--- src/rtl/cursor_pkg.sv ---
package cursor_pkg;
  localparam int ADDR_W = 14;
  localparam int LINE_W = 5;
  localparam int CNT_W  = 5;

  typedef enum logic [1:0] {
    CM_STEADY = 2'b00,
    CM_OFF    = 2'b01,
    CM_FAST   = 2'b10,
    CM_SLOW   = 2'b11
  } cur_mode_e;

  function automatic logic line_in_band(input logic [LINE_W-1:0] line,
                                        input logic [LINE_W-1:0] first,
                                        input logic [LINE_W-1:0] last);
    return (line >= first) && (line <= last);
  endfunction

  function automatic logic blink_visible(input cur_mode_e mode,
                                         input logic [CNT_W-1:0] cnt);
    logic vis;
    case (mode)
      CM_STEADY: vis = 1'b1;
      CM_OFF:    vis = 1'b0;
      CM_FAST:   vis = ~cnt[CNT_W-2];
      default:   vis = ~cnt[CNT_W-1];
    endcase
    return vis;
  endfunction
endpackage

--- src/rtl/cursor_field_cnt.sv ---
module cursor_field_cnt #(
  parameter int W = 5
) (
  input  logic         clk,
  input  logic         rst_n,
  input  logic         step_i,
  output logic [W-1:0] cnt_o
);
  always_ff @(posedge clk or negedge rst_n) begin
    if (!rst_n)      cnt_o <= '0;
    else if (step_i) cnt_o <= cnt_o + 1'b1;
  end
endmodule

--- src/rtl/cursor_match.sv ---
module cursor_match
  import cursor_pkg::*;
#(
  parameter int AW = 14,
  parameter int LW = 5
) (
  input  logic [AW-1:0] addr_i,
  input  logic [AW-1:0] pos_i,
  input  logic [LW-1:0] line_i,
  input  logic [LW-1:0] first_i,
  input  logic [LW-1:0] last_i,
  output logic          hit_o
);
  always_comb hit_o = (addr_i == pos_i) && line_in_band(line_i, first_i, last_i);
endmodule

--- src/rtl/cursor_skew.sv ---
module cursor_skew (
  input  logic clk,
  input  logic rst_n,
  input  logic raw_i,
  input  logic skew_i,
  output logic out_o
);
  logic held_q;
  always_ff @(posedge clk or negedge rst_n) begin
    if (!rst_n) held_q <= 1'b0;
    else        held_q <= raw_i;
  end
  always_comb out_o = rst_n & (skew_i ? held_q : raw_i);
endmodule

--- src/rtl/cursor_gen.sv ---
module cursor_gen
  import cursor_pkg::*;
#(
  parameter int AW = ADDR_W,
  parameter int LW = LINE_W,
  parameter int CW = CNT_W
) (
  input  logic          clk,
  input  logic          rst_n,
  input  logic          frame_start_i,
  input  logic [AW-1:0] refresh_addr_i,
  input  logic [LW-1:0] scan_line_i,
  input  logic          disp_en_i,
  input  logic [AW-1:0] cur_pos_i,
  input  logic [LW-1:0] cur_first_i,
  input  logic [LW-1:0] cur_last_i,
  input  logic [1:0]    cur_mode_i,
  input  logic          skew_i,
  output logic          cursor_o
);
  logic [CW-1:0] field_cnt;
  logic          hit_w;
  logic          visible_w;
  logic          raw_w;

  cursor_field_cnt #(.W(CW)) u_cnt (
    .clk(clk), .rst_n(rst_n), .step_i(frame_start_i), .cnt_o(field_cnt)
  );

  cursor_match #(.AW(AW), .LW(LW)) u_match (
    .addr_i(refresh_addr_i), .pos_i(cur_pos_i), .line_i(scan_line_i),
    .first_i(cur_first_i), .last_i(cur_last_i), .hit_o(hit_w)
  );

  always_comb visible_w = blink_visible(cur_mode_e'(cur_mode_i), field_cnt);
  always_comb raw_w     = hit_w & visible_w & disp_en_i;

  cursor_skew u_skew (
    .clk(clk), .rst_n(rst_n), .raw_i(raw_w), .skew_i(skew_i), .out_o(cursor_o)
  );
endmodule

--- config.mk ---
export PLATFORM = sky130hd
export DESIGN_NAME = cursor_gen
export DESIGN_NICKNAME = d
export VERILOG_FILES = /design/src/rtl/cursor_pkg.sv /design/src/rtl/cursor_field_cnt.sv /design/src/rtl/cursor_match.sv /design/src/rtl/cursor_skew.sv /design/src/rtl/cursor_gen.sv
export SDC_FILE = /design/constraint.sdc
export NUM_CORES = 1
export LEC_CHECK = 0
export BUFFER_PORTS_ARGS = -buffer_cell sky130_fd_sc_hd__buf_2
export CORE_ASPECT_RATIO = 1.25
export CORE_MARGIN = 4
export CORE_UTILIZATION = 39
export CTS_CLUSTER_DIAMETER = 120
export DETAILED_ROUTE_END_ITERATION = 6
export PLACE_DENSITY = 0.77
export SYNTH_ARGS = -nofsm -noshare
export SYNTH_HDL_FRONTEND = slang
export SYNTH_HIERARCHICAL = 1
export SYNTH_SLANG_ARGS = --single-unit
--- constraint.sdc ---
create_clock -name clk -period 1.5 [get_ports clk]
set_input_delay 0 -clock clk [delete_from_list [all_inputs] [get_ports clk]]
set_output_delay 0 -clock clk [all_outputs]
set_load 0.05 [all_outputs]
==> results.json, run 1 <==
{
  "vias": 728,
  "period_minus_slack_ps": 1502,
  "startpoint_type": "input pin",
  "drt_iter0_markers": 4,
  "cts.clk_slew.worst_paths_ps": 40,
  "finalClockSkew_ps": 1.760,
  "rsz0062_at_grt": "true",
  "async_flop_share": 1.000,
  "io_pins": 51,
  "slowest_delay_ps": 290,
  "violations": "negative setup slack",
  "ys_warn_count": 6,
  "slew_violations": 0,
  "synth-main-ff-cell": "dfrtp_1",
  "tightest_slew_ps": 217.1,
  "leakage_nw": 0.5714,
  "fin_area_mm2": 0.001091,
  "route.detailed.drc": 0,
  "critPathTopFamily": "compound AO/OA/AOI/OAI gates",
  "ys_ff_latch": 6,
  "wl_per_cell_um": 11.57,
  "netlist_area_um2": 686.9,
  "die_area_mm2": 0.002501,
  "max-slew-margin-rel": 0.8524,
  "ys_seq_area_frac": 0.2186,
  "worstSkewPairLatency_ps": 240,
  "yosysMostFrequentCell": "xor2_1",
  "routed_wl_um": 1735,
  "grt_pass1_wl_um": 2615,
  "ir_worst_vdd_uv": 600.1,
  "cp_slowest_cell": "ha_1",
  "yosysTopAreaCellShare": 0.2186,
  "grt_max_degree": 8,
  "die_x_um": 45.54,
  "setup_viol": 1,
  "viasPerCell": 4.853,
  "crit_path_cell_trace": "buf_2, ha_1, and4_1, a21oi_1, o31a_1, a211oi_2, nand2_1, a21oi_2, mux2i_2, nor2b_4, buf_8",
  "p_total_mw": 0.7600,
  "hold_viol": 0,
  "drive_gt1_frac": 0.5379,
  "setup_tns_ps": -1.876,
  "numClockSinks": 6,
  "gr-total-overflow": 0,
  "worst_hold_path_type": "input pin to async pin",
  "dp.final_hpwl_um": 1494,
  "core_area_mm2": 0.001622,
  "synthTopCellsByArea": "dfrtp_1 (22%), ha_1 (20%), xor2_1 (19%), nor4_2 (5.5%), inv_1 (4.9%)",
  "htree_levels": 1,
  "gp_congestion": 0.9024,
  "synth_nets": 135,
  "start_util": 0.4236,
  "ctsLongestPathBuffers": 2,
  "path_class": "input pin to output port",
  "ant_nets": 0,
  "pre_cts_slack_ps": -186.1,
  "grt_usage": 0.1422,
  "synth_cell_types": 22,
  "path_buf_inv": 2,
  "finalNonFillerCells": 150,
  "placed_cells": 144,
  "antenna_cells": 0,
  "avgSynthCellArea_um2": 9.283,
  "crit_path_end_kind": "output port",
  "firstDrtPassIters": 3,
  "rows": 16,
  "numCtsBuffers": 3,
  "timing.fmax_ghz": 0.6658,
  "portBuffers": 50,
  "timing.final.crit_share": 1.001,
  "die_y_um": 54.92,
  "yosys.area.top_type": "dfrtp_1",
  "nNetsFinal": 195,
  "ys_top_cells_by_count": "xor2_1 (15), ha_1 (11), inv_1 (9)",
  "synth-edff-count": 0,
  "syn_to_final_growth_pct": 58.83,
  "cts_root_buf": "clkbuf_4",
  "worst-path-max-fanout": 2,
  "cts_tree": "done",
  "dpl-instance-area_um2": 982.2,
  "power_density_mw_per_mm2": 696.6,
  "first_global_vias": 713,
  "cp.arrival_ps": 1500,
  "n_fill_cell": 144,
  "required_ps": 1500,
  "syn_inst": 74,
  "maxCapViolCount": 0,
  "fin_ws_ps": -1.876,
  "grt_antenna_before_repair": 0,
  "status": "complete, but fails checks"
}
[cell type report]
cell class / count / area, um^2 / share of cell area
Tap cell: 18 / 22.52 / 0.02064
Inverter: 9 / 33.78 / 0.03096
Timing Repair Buffer: 55 / 302.8 / 0.2775
Sequential cell: 6 / 150.1 / 0.1376
Clock buffer: 3 / 22.52 / 0.02064
Multi-Input combinational cell: 59 / 559.3 / 0.5126
[flip-flops by register name (all words and copies together), names as in the netlist]
register / cells
u_cnt/cnt_o: 5
u_skew/held_q: 1
[routing by layer]
| layer | routed length [um] | global-route usage |
|---|---|---|
| met5 | 0 | 0 |
| met3 | 138 | 0.01942 |
| met4 | 0 | 0.04390 |
| met2 | 971 | 0.2837 |
| met1 | 625 | 0.1479 |
[through the flow]
step	hold WS [ps]	utilization
floorplan	-295.6	-
global placement	-166.5	0.6057
detailed placement	-162.0	0.6057
CTS	114.4	0.6636
global route	158.0	0.6728
finish	125.5	0.6728
[cell usage in the layout (no fill, tap or decap), drive strengths merged]
master	n
xor2	15
mux2	1
dlygate4sd3	2
buf	53
o31a	1
a21o	1
o21ai	2
nor2	3
mux2i	1
ha	11
nand4	3
clkbuf	3
nor4	3
nand2	3
nand2b	1
nand3	1
inv	9
dfrtp	6
and4	1
nor2b	2
a21oi	5
xnor2	3
a211oi	1
nand3b	1
[path summary, 6_finish.rpt]
| kind | startpoint | endpoint | slack [ps] | depth (start not counted) |
|---|---|---|---|---|
| max in group asynchronous | rst_n | u_skew/held_q$_DFF_PN0_ | 1230 | 2 |
| worst max register to register | u_cnt/cnt_o[0]$_DFFE_PN0P_ | u_cnt/cnt_o[1]$_DFFE_PN0P_ | 430 | 2 |
| worst min-delay path | rst_n | u_cnt/cnt_o[0]$_DFFE_PN0P_ | 130 | 2 |
| min in group clk | disp_en_i | u_skew/held_q$_DFF_PN0_ | 240 | 5 |
| worst max-delay path | scan_line_i[4] | cursor_o | -2 | 11 |
| worst min register to register | u_cnt/cnt_o[4]$_DFFE_PN0P_ | u_cnt/cnt_o[4]$_DFFE_PN0P_ | 470 | 1 |
[worst reg2reg max path: stages (launching register included)]
cell     delay, ps
dfrtp_1        400
ha_1           290
mux2_2         260
[repair_timing]
item	in CTS	in global routing
hold endpoints to repair	7	0
pin swaps	1	0
hold buffers	2	0
setup buffers	1	0
gates resized for setup	7	6
endpoints found under the setup margin	1	1
[logic make-up after synthesis]
| group | after synthesis | synth area share |
|---|---|---|
| adder cells (fa/ha/maj) | 11 | 0.2004 |
| AO/OA/AOI/OAI | 10 | 0.09837 |
| XOR/XNOR | 18 | 0.2295 |
| AND/OR/NAND/NOR | 18 | 0.1731 |
| buffers and inverters | 9 | 0.04918 |
| flip-flops | 6 | 0.2186 |
| multiplexers | 2 | 0.03096 |
[where the power goes]
group | switching, mW | internal (mW) | leakage, nW
clock network | 0.0544 | 0.0903 | 0.0138
logic | 0.132 | 0.187 | 0.485
registers | 0.0621 | 0.235 | 0.0729
total | 0.248 | 0.512 | 0.571
Note: power is estimated with default switching activity, not from simulation.
==> run 2: changes to the inputs <==
Settings changed: ABC_AREA from default to 1, CORE_UTILIZATION 39 to 43, PLACE_DENSITY 0.77 to 0.78.
==> results.json, run 2 <==
{
  "rsz0062_at_grt": "true",
  "viasPerCell": 4.616,
  "antenna_cells": 0,
  "die_x_um": 47.88,
  "dp.final_hpwl_um": 1758,
  "die_area_mm2": 0.002769,
  "crit_path_cell_trace": "buf_6, inv_4, ha_4, nor2_4, o21ai_2, nand2_1, nand2_1, nand3_1, nor2_1, nand2_1, inv_1, nand2_1, nor2_2, nor2_1, nor2_2, buf_6",
  "netlist_area_um2": 854.6,
  "route.detailed.drc": 0,
  "seqPwrFrac": 0.354,
  "required_ps": 1500,
  "p_sw_frac": 0.3901,
  "slowest_delay_ps": 260,
  "met3_length_um": 260,
  "grt_usage": 0.1484,
  "hold_path_end": "u_cnt/cnt_o[0]$_DFFE_PN0P_",
  "worstSkewPairLatency_ps": 240,
  "path_class": "input pin to output port",
  "first_global_vias": 918,
  "io_pins": 51,
  "largest_reg_flops": 5,
  "p_total_mw": 0.8570,
  "syn_to_final_growth_pct": 53.15,
  "routed_wl_um": 2332,
  "start_util": 0.4672,
  "wl_met2_um": 1283,
  "cts_root_buf": "clkbuf_4",
  "core_area_mm2": 0.001829,
  "maxUsedRoutingLayer": "met4",
  "avgSynthCellArea_um2": 5.585,
  "yosysMostFrequentCell": "nand2_1",
  "reg2reg_depth": 4,
  "cts_tree": "done",
  "worst_hold_path_type": "input pin to register",
  "vias": 1057,
  "syn_inst": 153,
  "htree_levels": 1,
  "async_flop_share": 1.000,
  "status": "complete, no violations",
  "cp.arrival_ps": 1430,
  "finalClockSkew_ps": 4.850,
  "ys_top_cells_by_count": "nand2_1 (54), inv_1 (42), nor2_1 (18)",
  "regToRegStartpoint": "u_cnt/cnt_o[0]$_DFFE_PN0P_",
  "drive_gt1_frac": 0.3429,
  "synthTopCellsByArea": "nand2_1 (24%), inv_1 (18%), dfrtp_1 (18%), ha_1 (16%), nor2_1 (7.9%)",
  "ys_warn_count": 6,
  "synth_nets": 214,
  "ant_nets": 0,
  "die_y_um": 57.84,
  "gr-total-overflow": 0,
  "hold_start": "frame_start_i",
  "startpoint_type": "input pin",
  "setup_tns_ps": 0,
  "synth_cell_types": 17,
  "ys_seq_area_frac": 0.1757,
  "ir_worst_vdd_uv": 572.0,
  "portBuffers": 50,
  "power_density_mw_per_mm2": 654.8,
  "grt_pass1_wl_um": 3125,
  "min_delay_path_depth": 2,
  "r2r-end": "u_cnt/cnt_o[2]$_DFFE_PN0P_",
  "numClockSinks": 6,
  "gp_congestion": 0.7016,
  "synth-edff-count": 0,
  "ctsLongestPathBuffers": 2,
  "timing.fmax_ghz": 0.6994,
  "drt_iter0_markers": 12,
  "numCtsBuffers": 3,
  "period_minus_slack_ps": 1430,
  "p_comb_frac": 0.477,
  "cp_slowest_cell": "ha_4",
  "yosys.area.top_type": "nand2_1",
  "ys_ff_latch": 6,
  "grt_max_degree": 8,
  "crit_path_end_kind": "output port",
  "wl_per_cell_um": 10.18,
  "nNetsFinal": 273,
  "synth-main-ff-cell": "dfrtp_1",
  "cts.clk_slew.worst_paths_ps": 40,
  "regMostFlops": "u_cnt/cnt_o",
  "power_frac_clock": 0.169,
  "firstDrtPassIters": 4,
  "tightest_slew_ps": 179.4,
  "rows": 17,
  "p_switching_mw": 0.3344,
  "grt_antenna_before_repair": 0,
  "worst-path-max-fanout": 2,
  "cp_common_cell": "nand2_1",
  "max-slew-margin-rel": 0.8804,
  "setup_viol": 0,
  "slew_violations": 0,
  "yosysTopAreaCellShare": 0.2372,
  "hold_viol": 0,
  "layout_commonest_cell": "nand2_1",
  "drt-met1-wl_um": 769,
  "intPower_mw": 0.5226,
  "maxCapViolCount": 0,
  "worst-r2r-setup-slack_ps": 470,
  "leakage_nw": 0.8362,
  "timing.final.crit_share": 0.9532,
  "layout_common_cells": "nand2_1 (53), buf_2 (43), inv_1 (39)",
  "top_regs": "u_cnt/cnt_o (5), u_skew/held_q (1)"
}
-- run 2: cell count changes in the layout (fill, tap and decap cells not counted), sizes merged, moves of 2 or more --
cell | before | now
nand2 | 3 | 55
inv | 9 | 42
nand4 | 3 | 1
nor2 | 3 | 19
nor2b | 2 | 0
nand3 | 1 | 4
xor2 | 15 | 2
nor4 | 3 | 0
-- run 2: layer usage --
layer	GRT usage	up-vias
li1	-	559
met5	0	-
met3	0.05280	2
met2	0.2949	47
met1	0.1402	449
met4	0.01154	0
-- run 2: logic make-up after synthesis --
| kind of cell | synth area share |
|---|---|
| simple gates | 0.3851 |
| flops | 0.1757 |
| xor+xnor | 0.04100 |
| buf+inv | 0.1845 |
| fa+ha+maj | 0.1611 |
| compound gates | 0.05270 |
-- run 2: worst max-delay path: cells and delay by family --
family,cells,cell delay (ps)
AO/OA/AOI/OAI,1,110
adder cells (fa/ha/maj),1,260
buffers and inverters,4,330
AND/OR/NAND/NOR,10,720
-- run 2: worst max path at each step --
stage | slack [ps] | cells past startpoint | start | end
global placement | -40 | 15 | scan_line_i[2] | cursor_o
floorplan | 50 | 14 | cur_first_i[2] | cursor_o
global route | -40 | 16 | scan_line_i[0] | cursor_o
finish | 70 | 16 | scan_line_i[0] | cursor_o
detailed placement | -130 | 15 | scan_line_i[2] | cursor_o
CTS | 10 | 15 | scan_line_i[2] | cursor_o
-- run 2: what timing repair did --
item | in CTS | in global routing
hold buffers | 1 | 0
endpoints found under the setup margin | 1 | 1
buffers inserted | 0 | 1
endpoints found under the hold margin | 6 | 0
pin swaps | 0 | 12
resized for setup | 5 | 22
-- run 2: area by class of cell --
type                    count  area [um^2]
multi-input cells         105        621.8
fillers                   150        520.5
well taps                  19        23.77
inverters                  42        160.2
repair buffers             54        330.3
flip-flops and latches      6        150.1
clock buffers               3        22.52
-- run 2: per-stage QoR --
stage / cells / hold slack [ps] / setup slack, ps / util / area [um^2]
2_1_floorplan: 153 / -295.6 / 45.74 / - / 854.6
3_3_place_gp: 224 / -167.6 / -35.74 / 0.6252 / 1144
3_5_place_dp: 224 / -165.7 / -127.0 / 0.6252 / 1144
4_1_cts: 228 / 27.31 / 11.97 / 0.6505 / 1190
5_1_grt: 229 / 27.53 / -36.40 / 0.7155 / 1309
6_report: 229 / 33.02 / 70.19 / 0.7155 / 1309
-- run 2: power by group through the flow --
stage / Sequential, mW / Combinational, mW / Clock (mW)
6_report: 0.303 / 0.409 / 0.145
5_1_grt: 0.312 / 0.471 / 0.172
4_1_cts: 0.303 / 0.367 / 0.151
3_5_place_dp: 0.304 / 0.357 / 0
3_3_place_gp: 0.298 / 0.333 / 0
2_1_floorplan: 0.287 / 0.233 / 0
==> run 3: changes to the inputs <==
Settings changed: CORE_UTILIZATION 43 to 35, PLACE_DENSITY 0.78 to 0.66.
==> results.json, run 3 (synthesis gave the netlist of run 2 again) <==
{
  "crit_end": "cursor_o",
  "dpl-instance-area_mm2": 0.001144,
  "dp.final_hpwl_um": 1861,
  "worst_hold_path_type": "input pin to register",
  "gp_congestion": 0.7539,
  "largest_reg_flops": 5,
  "start_util": 0.3784,
  "numCtsBuffers": 3,
  "regArea_um2": 150.1,
  "cp_slowest_cell": "ha_4",
  "grt_antenna_before_repair": 0,
  "status": "complete, no violations",
  "top_regs": "u_cnt/cnt_o (5), u_skew/held_q (1)",
  "reg2reg_depth": 4,
  "route.detailed.drc": 0,
  "layout_common_cells": "nand2_1 (53), buf_2 (43), inv_1 (39)",
  "cp_common_cell": "nand2_1",
  "p_switching_mw": 0.3320,
  "path_class": "input pin to output port",
  "portBuffers": 50,
  "intPower_mw": 0.5192,
  "worst-r2r-setup-slack_ps": 470,
  "pre_cts_slack_ps": -65.80,
  "slew_violations": 0,
  "cts_tree": "done",
  "seqPwrFrac": 0.358,
  "rsz0062_at_grt": "true",
  "crit_path_cell_trace": "buf_8, ha_4, nand2_2, o21ai_1, nand2_1, nand2_1, nand3_1, nor2_1, nand2_1, inv_1, nand2_1, nor2_2, nor2_2, nor2_2, buf_6",
  "io_pins": 51,
  "gr-total-overflow": 0,
  "power_density_mw_per_mm2": 650.4,
  "timing.final.crit_share": 0.9567,
  "worst-path-max-fanout": 2,
  "die_area_mm2": 0.003301,
  "crit_path_end_kind": "output port",
  "core_area_mm2": 0.002258,
  "n_fill_cell": 215,
  "numClockSinks": 6,
  "p_sw_frac": 0.3900,
  "first_global_vias": 973,
  "maxCapViolCount": 0,
  "regToRegStartpoint": "u_cnt/cnt_o[0]$_DFFE_PN0P_",
  "drive_gt1_frac": 0.3365,
  "regMostFlops": "u_cnt/cnt_o",
  "grt_usage": 0.1356,
  "antenna_cells": 0,
  "hold_viol": 0,
  "die_y_um": 63.25,
  "die_x_um": 52.20,
  "vias": 1015,
  "viasPerCell": 4.247,
  "worstSkewPairLatency_ps": 240,
  "fin_area_mm2": 0.001309,
  "ir_worst_vdd_uv": 362.5,
  "startpoint_type": "input pin",
  "r2r-end": "u_cnt/cnt_o[2]$_DFFE_PN0P_",
  "finalClockSkew_ps": 5.388,
  "fin_ws_ps": 65.00,
  "rows": 19,
  "wl_per_cell_um": 9.259,
  "ctsLongestPathBuffers": 2,
  "max-slew-margin-rel": 0.8888,
  "p_comb_frac": 0.472,
  "firstDrtPassIters": 4,
  "cts_root_buf": "clkbuf_4",
  "routed_wl_um": 2213,
  "drt_iter0_markers": 11,
  "cp.arrival_ps": 1440,
  "syn_to_final_growth_pct": 53.15,
  "layout_commonest_cell": "nand2_1",
  "grt_max_degree": 8,
  "tightest_slew_ps": 166.8,
  "setup_viol": 0,
  "htree_levels": 1,
  "required_ps": 1500,
  "grt_pass1_wl_um": 3615,
  "leakage_nw": 0.8238,
  "multi_input_area_um2": 624.3,
  "nNetsFinal": 271,
  "slowest_delay_ps": 260,
  "crit_start": "scan_line_i[2]",
  "timing.fmax_ghz": 0.6969,
  "cts.clk_slew.worst_paths_ps": 40,
  "power_frac_clock": 0.170,
  "ant_nets": 0,
  "period_minus_slack_ps": 1435
}
==> run 3: final cells by class <==
cell class / instances / area share
Tap cell: 31 / 0.02964
Inverter: 42 / 0.1205
Timing Repair Buffer: 52 / 0.2409
Clock buffer: 3 / 0.01721
Sequential cell: 6 / 0.1147
Multi-Input combinational cell: 105 / 0.4771
==> run 3: through the flow <==
step / instances / utilization / hold WS (ps) / power (mW) / setup TNS, ps
after floorplan: 153 / - / -295.6 / 0.5200 / 0
after global placement: 234 / 0.5064 / -165.0 / 0.6365 / -26.06
after detailed placement: 234 / 0.5064 / -161.1 / 0.6664 / -65.80
after CTS: 238 / 0.5235 / 24.97 / 0.8252 / 0
after global routing: 239 / 0.5795 / 49.28 / 0.9592 / -36.09
final: 239 / 0.5795 / 37.86 / 0.8513 / 0
==> run 3: power groups by stage <==
stage / sequential [mW] / combinational (mW) / clock [mW]
finish: 0.305 / 0.402 / 0.144
global route: 0.316 / 0.477 / 0.166
floorplan: 0.287 / 0.233 / 0
global placement: 0.300 / 0.336 / 0
CTS: 0.306 / 0.363 / 0.156
detailed placement: 0.308 / 0.358 / 0
==> run 3: what timing repair did <==
item	CTS	global route
setup endpoints to repair	1	1
endpoints found under the hold margin	6	0
gates cloned	0	0
hold buffers	1	0
buffers inserted	0	1
pin swaps	0	12
resized for setup	2	24
==> run 3: metal layers <==
metal / up-vias / part of all wire / wire length (um) / global-route usage
li1: 556 / - / - / -
met1: 425 / 0.41 / 900 / 0.1535
met2: 34 / 0.52 / 1153 / 0.2531
met3: 0 / 0.072 / 160 / 0.02594
met4: 0 / 0 / 0 / 0.02875
met5: - / 0 / 0 / 0
==> run 3: worst min path at each step <==
stage / startpoint / endpoint / slack, ps / cells after the start
after detailed placement: rst_n / u_cnt/cnt_o[3]$_DFFE_PN0P_ / -160 / 1
final: frame_start_i / u_cnt/cnt_o[0]$_DFFE_PN0P_ / 40 / 2
after CTS: frame_start_i / u_cnt/cnt_o[0]$_DFFE_PN0P_ / 20 / 2
after floorplan: rst_n / u_cnt/cnt_o[0]$_DFFE_PN0P_ / -300 / 0
after global routing: frame_start_i / u_cnt/cnt_o[0]$_DFFE_PN0P_ / 50 / 2
after global placement: rst_n / u_skew/held_q$_DFF_PN0_ / -170 / 1
==> run 3: worst max-delay path, delay by kind of cell <==
| family | cells | cell delay (ps) |
|---|---|---|
| AOI/OAI and AO/OA | 1 | 110 |
| adders and majority gates | 1 | 260 |
| buffers and inverters | 3 | 320 |
| and+or+nand+nor | 10 | 750 |
